$ cat src/rtl/abs_bit_predictor.sv
module abs_bit_predictor #(
  parameter int AW  = 32,
  parameter int DW  = 12,
  parameter int PB  = 4,
  parameter int IW  = 8,
  parameter int PGB = 12
) (
  input  logic          clk,
  input  logic          rst_n,
  input  logic          op_dec_vld,
  input  logic          op_base_use,
  input  logic [AW-1:0] op_base_gr,
  input  logic          op_base_fwd,
  input  logic [AW-1:0] op_base_fwdval,
  input  logic          op_idx_use,
  input  logic [AW-1:0] op_idx_gr,
  input  logic          op_idx_fwd,
  input  logic [AW-1:0] op_idx_fwdval,
  input  logic [DW-1:0] op_disp,
  output logic          op_pred_vld,
  output logic [PB-1:0] op_pred_bits,
  input  logic          op_trn_vld,
  input  logic [PB-1:0] op_trn_bits,
  output logic          op_mispred,
  input  logic          if_req_vld,
  input  logic [1:0]    if_src,
  input  logic [AW-1:0] if_ia,
  input  logic [AW-1:0] if_tgt,
  input  logic [AW-1:0] if_base,
  input  logic [AW-1:0] if_index,
  output logic          if_pred_vld,
  output logic [PB-1:0] if_pred_bits,
  input  logic          if_trn_vld,
  input  logic [PB-1:0] if_trn_bits,
  output logic          if_mispred
);
  localparam int ENT = 1 << IW;

  function automatic logic [IW-1:0] fold(input logic [AW-1:0] v);
    return v[PGB +: IW] ^ v[PGB+IW +: IW];
  endfunction

  logic [AW-1:0] op_b, op_x, if_a;
  logic [IW-1:0] op_hash, if_hash;

  assign op_b = !op_base_use ? '0 : (op_base_fwd ? op_base_fwdval : op_base_gr);
  assign op_x = !op_idx_use  ? '0 : (op_idx_fwd  ? op_idx_fwdval  : op_idx_gr);
  assign op_hash = fold(op_b) ^ fold(op_x) ^ op_disp[DW-1 -: IW];

  always_comb begin
    case (if_src)
      2'd0:    if_a = if_ia;
      2'd1:    if_a = if_tgt;
      2'd2:    if_a = if_base;
      default: if_a = if_index;
    endcase
  end
  assign if_hash = fold(if_a);

  logic [PB-1:0] op_tbl [ENT];
  logic [PB-1:0] if_tbl [ENT];
  logic [IW-1:0] op_idx_q, if_idx_q, op_rec_idx, if_rec_idx;
  logic [PB-1:0] op_rec_bits, if_rec_bits;
  logic          op_vld_q, if_vld_q, op_mis_q, if_mis_q;
  logic          op_diff, if_diff;

  assign op_pred_vld  = op_vld_q;
  assign if_pred_vld  = if_vld_q;
  assign op_pred_bits = op_tbl[op_idx_q];
  assign if_pred_bits = if_tbl[if_idx_q];
  assign op_mispred   = op_mis_q;
  assign if_mispred   = if_mis_q;
  assign op_diff = op_trn_vld && (op_trn_bits != op_rec_bits);
  assign if_diff = if_trn_vld && (if_trn_bits != if_rec_bits);

  always_ff @(posedge clk or negedge rst_n) begin
    if (!rst_n) begin
      for (int i = 0; i < ENT; i++) op_tbl[i] <= PB'(i);
      op_vld_q    <= 1'b0;
      op_idx_q    <= '0;
      op_rec_idx  <= '0;
      op_rec_bits <= '0;
      op_mis_q    <= 1'b0;
    end else begin
      op_vld_q <= op_dec_vld;
      if (op_dec_vld) op_idx_q <= op_hash;
      if (op_vld_q) begin
        op_rec_idx  <= op_idx_q;
        op_rec_bits <= op_pred_bits;
      end
      op_mis_q <= op_diff;
      if (op_diff) op_tbl[op_rec_idx] <= op_trn_bits;
    end
  end

  always_ff @(posedge clk or negedge rst_n) begin
    if (!rst_n) begin
      for (int i = 0; i < ENT; i++) if_tbl[i] <= PB'(i);
      if_vld_q    <= 1'b0;
      if_idx_q    <= '0;
      if_rec_idx  <= '0;
      if_rec_bits <= '0;
      if_mis_q    <= 1'b0;
    end else begin
      if_vld_q <= if_req_vld;
      if (if_req_vld) if_idx_q <= if_hash;
      if (if_vld_q) begin
        if_rec_idx  <= if_idx_q;
        if_rec_bits <= if_pred_bits;
      end
      if_mis_q <= if_diff;
      if (if_diff) if_tbl[if_rec_idx] <= if_trn_bits;
    end
  end
endmodule

$ cat config.mk
export PLATFORM = sky130hd
export DESIGN_NAME = abs_bit_predictor
export DESIGN_NICKNAME = d
export VERILOG_FILES = /design/src/rtl/abs_bit_predictor.sv
export SDC_FILE = /design/constraint.sdc
export NUM_CORES = 2
export LEC_CHECK = 0
export BUFFER_PORTS_ARGS = -buffer_cell sky130_fd_sc_hd__buf_2
export CAP_MARGIN = 30
export CORE_MARGIN = 2
export CORE_UTILIZATION = 43
export CTS_CLUSTER_DIAMETER = 60
export DETAILED_ROUTE_END_ITERATION = 8
export HOLD_SLACK_MARGIN = 0.06
export PLACE_DENSITY_LB_ADDON = 0.05
export SLEW_MARGIN = 15
export SYNTH_ARGS = -nofsm -noshare
export SYNTH_HDL_FRONTEND = slang
export SYNTH_SLANG_ARGS = --single-unit
export TNS_END_PERCENT = 20
$ cat constraint.sdc
create_clock -name clk -period 3.3 [get_ports clk]
set_clock_uncertainty 0.05 [all_clocks]
set_input_delay 0.165 -clock clk [delete_from_list [all_inputs] [get_ports clk]]
set_output_delay 0.165 -clock clk [all_outputs]
set_load 0.1 [all_outputs]
### Word-level counts from Yosys, hierarchy flattened

Cells that the tools add are included.
W data, S select, Z words.

| cells by class | value |
|---|---|
| order comparisons | 6 |
| eq/ne operators | 4 |
| mux-type cells | 17 |
| bitwise logic cells | 9 |
| reduce and logical (&&, ||, !) cells | 5 |

Operators by type and width:

| cell | count |
|---|---|
| $bwmux W1024 | 2 |
| $mux W28 | 4 |
| $pmux W28 S3 | 1 |
| $bmux W4 S8 | 2 |
| $demux W4 S8 | 2 |
| $xor A8 B8 Y8 | 5 |
| $ge A9 B9 Y1 const B | 4 |
| $not A8 Y9 | 4 |
| $mux W4 | 6 |
| $lt A9 B1 Y1 const B | 2 |
| $ne A4 B4 Y1 | 2 |
| $logic_and A1 B1 Y1 | 4 |
| $eq A2 B1 Y1 const B | 1 |
| $eq A2 B2 Y1 const B | 1 |
| $logic_not A2 Y1 | 1 |

| word-level totals | value |
|---|---|
| register bits after elaboration | 2092 |

### Depth between registers and ports, before layout

| logic depth | value |
|---|---|
| depth in word-level cells | 6 |
| depth in mapped cells | 13 |

### Worst setup path before layout

Ideal clock, no wire load.

| path | value |
|---|---|
| path type | register -> register |
| from | register if_idx_q[1] |
| to | register if_rec_bits[0] |
| setup time | 0.133 ns |
| arrival time | 3.764 ns |
| path slack | -0.647 ns |
| cell stages (with the launch flop) | 10 |
| buffers on the path | 3 |
| clock period less this slack | 3.947 ns |
| cells stage by stage | dfrtp_1 clkbuf_1 buf_2 buf_1 mux4_2 a22oi_1 a31oi_1 o41ai_1 nand4b_1 mux2_2 |

| between the ends | value |
|---|---|
| longest elaborated chain between the ends | 4 |

RTL lines:

| element | RTL line | source |
|---|---|---|
| from (decl) | 62 | `logic [IW-1:0] op_idx_q, if_idx_q, op_rec_idx, if_rec_idx;` |
| from (signal assigned) | 106 | `if (if_req_vld) if_idx_q <= if_hash;` |
| $not A8 Y9 (not written as such) | 70 | `assign if_pred_bits = if_tbl[if_idx_q];` |
| $bmux W4 S8 | 70 |  |
| $mux W4 (not written as such) (2 in series) | 70 |  |
| via if_pred_bits[0] | 32 | `output logic [PB-1:0] if_pred_bits,` |
| to (signal assigned) | 109 | `if_rec_bits <= if_pred_bits;` |
| to (decl) | 63 | `logic [PB-1:0] op_rec_bits, if_rec_bits;` |

The timed path passes the listed nets, and every way through them passes these cells. The select of a mux whose other input is x is not followed.
A chain may end at the register's enable or synchronous reset.

### Final worst setup path

| path | value |
|---|---|
| from | register op_idx_q[0] |
| to | output op_pred_bits[1] |

| between the ends | value |
|---|---|
| longest elaborated chain between the ends | 4 |

RTL lines:

| element | RTL line | source |
|---|---|---|
| from (decl) | 62 |  |
| from (signal assigned) | 86 | `if (op_dec_vld) op_idx_q <= op_hash;` |
| $not A8 Y9 (not written as such) | 69 | `assign op_pred_bits = op_tbl[op_idx_q];` |
| $bmux W4 S8 | 69 |  |
| $mux W4 (not written as such) (2 in series) | 69 |  |
| to (decl) | 21 | `output logic [PB-1:0] op_pred_bits,` |

No other way between the ends. The select of a mux whose other input is x is not followed.

==> parameters.txt <==
Parameter                              Value

Setup path
  Crit path required time    3.08 ns
  Reg-to-reg endpoint    op_rec_bits[1]
  Origin of the critical flop-to-flop path    op_idx_q[0]
  Critical path type    reg -> out
  CP Max Fanout    8
  Worst reg2reg path depth    11
  End point of the critical path    op_pred_bits[1]
  Critical Path Start    op_idx_q[0]
  Setup slack of the worst register-to-register path    -0.13 ns
  Startpoint types    register
  Crit path arrival time    4.02 ns
  Capturing element type of the critical path    output pin

Detailed routing
  Antenna Nets Post-Route    0
  Number of search-and-repair iterations in the first detailed-routing pass    7
  Avg WL per Cell    27.3 um
  Total length of routed wires    285 mm
  Vias/cell    5.70
  Starting DRC count in detailed routing    3416
  Post-detailed-route DRC marker count    0
  DR vias    59500

Logic synthesis
  Compound-Gate Fraction of Synth Area    2.34%
  Ys async rst share    100%
  Mapped cell area    0.0990 mm^2
  Proportion of synthesized area in mux cells    36.6%
  Netlist cell types    61
  Main combinational cell family by area after synthesis    multiplexers
  Area leader, netlist    dfstp_2
  Xor-xnor portion of the synthesized cell area    0.566%
  Count of state elements after synthesis    2092
  Adder-Cell Fraction of Synth Area    0%
  Portion of synthesized cell area occupied by the leading cell type    27.2%
  Sequential element share of the synthesized area    54.2%
  EDFF count, synth    0
  Mean area per synthesized cell    14.7 um^2
  Synth area leaders    dfstp_2 (27%), dfrtp_1 (27%), mux2_2 (24%)
  Cell count after synthesis    6728
  Synth Warn #    0
  Simple-gate portion of the synthesized area    4.05%
  Leading register cell type out of synthesis    dfrtp_1
  Post-Synthesis Net Count    7016

Min path
  Hold path startpoint    op_trn_bits[0]
  Path class of the lowest-slack min-delay path    in -> reg

Placement
  Placed wire-length estimate after detailed placement    188 mm
  Count of buffers inserted at the top-level ports    167
  Placer Congestion    0.843

Cells and area
  Combined area of the multi-input logic cells    0.0436 mm^2
  Area taken by flip-flops and latches    0.0537 mm^2
  Leading cell type in the layout, fill and taps excluded    mux2_2
  Proportion of layout cells with a drive suffix above 1    63.5%
  Post-layout nets    7491
  Commonest cells after routing, fill and taps aside    mux2_2 (2073), dfrtp_1 (1059), dfstp_2 (1024), nand2_1 (511), mux4_2 (464)
  Fill count    19600
  Synthesis-to-layout area growth    17.2%

STA
  Max-Slew Margin vs Limit    28.9%
  Setup violators final    10
  Share of the cycle needed by the critical path after routing    128%
  Final critical-path required period    4.24 ns
  Worst slew pin tran    1.06 ns
  Max frequency    0.236 GHz
  Worst Slack Setup Final    -0.938 ns
  Unrepaired setup endpoints after global routing    true
  Worst hold slack across all endpoints    0.0787 ns
  Final number of hold-violating endpoints    0
  Total Negative Setup Slacks    -6.96 ns
  Max-slew violations    0

Clock tree
  Root Buffer Master    clkbuf_16
  Maximum buffer depth of the clock tree    3
  CTS sink cnt    2092
  Clock slew seen by the registers of the worst setup and hold paths    0.06 ns
  Clock tree from TritonCTS    yes
  H-tree levels    4
  Clock latency reported for the late side of the worst-skew pair    0.85 ns
  Number of CTS-inserted buffers    238

Die
  Top-level I/O count    300
  Placement Rows    176
  Floorplan Core Area    0.229 mm^2
  Die Span X    484 um
  Chip height    484 um
  Area of the die    0.234 mm^2
  Initial standard-cell utilization of the core    43.2%

Outcome
  Run status    finished with violations
  Violations in the final reports    setup timing

GRT
  Vias in the first global route    63700
  Pin count of the biggest net entering global routing    202
  Antenna violations before repair    3
  Total gr overflow    0
  Total GRT Usage    24.4%
  Wire length of the first global-routing pass    433 mm

Flow run
  Number of maximum-capacitance violations    0

Pwr
  Maximum resistive drop on vdd    0.000434 V
  Leakage component of the power    51.0 nW
  Pwr per Cell Area    691 mW/mm^2
-- through the flow --
| stage | cells | util (%) | setup slack, ns | cell area (um^2) | power, mW |
|---|---|---|---|---|---|
| finish | 10400 | 50.6 | -0.938 | 116000 | 80.2 |
| global route | 10400 | 50.6 | -1.04 | 116000 | 83.8 |
| CTS | 10400 | 50.5 | -0.982 | 116000 | 81.0 |
| detailed placement | 9883 | 46.4 | -0.547 | 106000 | 53.1 |
| global placement | 9880 | 46.3 | -1.22 | 106000 | 52.6 |
| floorplan | 6728 | - | -0.429 | 99200 | 45.8 |
-- area by class of cell --
class | instances | area share (%)
flip-flops and latches | 2092 | 46.3
repair buffers | 731 | 5.99
clock buffers | 386 | 6.22
well taps | 3026 | 3.26
multi-input cells | 4130 | 37.6
inverters | 10 | 0.0334
clock inverters | 67 | 0.640
diodes | 1 | 0.00216
-- sequential cells by signal, indices dropped and copies added, names as in the netlist --
name,flops
if_rec_bits,4
op_mispred,1
op_idx_q,8
op_tbl,1024
op_rec_idx,8
op_pred_vld,1
op_rec_bits,4
if_idx_q,8
if_rec_idx,8
if_pred_vld,1
if_mispred,1
if_tbl,1024
-- critical path: stages (launching register included) --
cell and delay (ns):
dfrtp_4 0.52, buf_12 0.20, buf_12 0.13, buf_16 0.12, mux4_2 0.51, mux4_2 0.55
a22o_1 0.24, o21ai_1 0.16, buf_4 0.16, nand4_1 0.17, buf_4 0.21, buf_12 0.16
-- power by group --
part           internal, mW  leakage [nW]  switching, mW
sequential             32.0          25.2           2.67
clock                  15.9          3.92           10.8
combinational          9.63          21.9           9.09
total                  57.6          51.0           22.6
-- worst min path at each step --
stage	to	slack (ns)	cells past startpoint
after detailed placement	op_tbl[164]	0.13	1
final	op_tbl[516]	0.08	3
after floorplan	if_idx_q[0]	-0.18	0
after global routing	op_tbl[586]	0.1	3
after CTS	if_tbl[88]	0.06	3
after global placement	op_tbl[164]	0.13	1
-- logic make-up (layout without fill, tap and decap cells) --
| kind of cell | count (synthesis) | after routing |
|---|---|---|
| buf+inv | 506 | 1194 |
| compound gates | 327 | 327 |
| other cells | 0 | 1 |
| flops | 2092 | 2092 |
| mux | 2784 | 2784 |
| xor+xnor | 64 | 64 |
| simple gates | 955 | 955 |
-- timing repair --
| action | CTS | global route |
|---|---|---|
| gates cloned | 6 | 0 |
| setup buffers | 36 | 8 |
| hold endpoints to repair | 960 | 0 |
| hold buffers | 54 | 0 |
| endpoints found under the setup margin | 15 | 14 |
| gates resized for setup | 86 | 27 |
| pin swaps | 13 | 10 |
-- metal layers --
layer	GRT usage, %	part of all wire [%]	vias to the layer above
li1	-	-	25900
met5	0	0	-
met4	6.68	2.9	0
met1	33.2	44	32100
met3	2.80	3.4	417
met2	41.4	50	1099
-- synthesized netlist by cell type, types with 39 or more instances --
library cell     n
mux2_2        2078
dfrtp_1       1068
dfstp_2       1024
nand2_1        514
mux4_2         464
clkbuf_1       349
mux2i_1        242
nor2_1         229
buf_2           66
a21oi_1         52
nor3_1          48
a22oi_1         46
nand3_1         45
xnor2_1         40
o221ai_1        39
o22ai_1         39
Power figures use the tool's default switching activity.
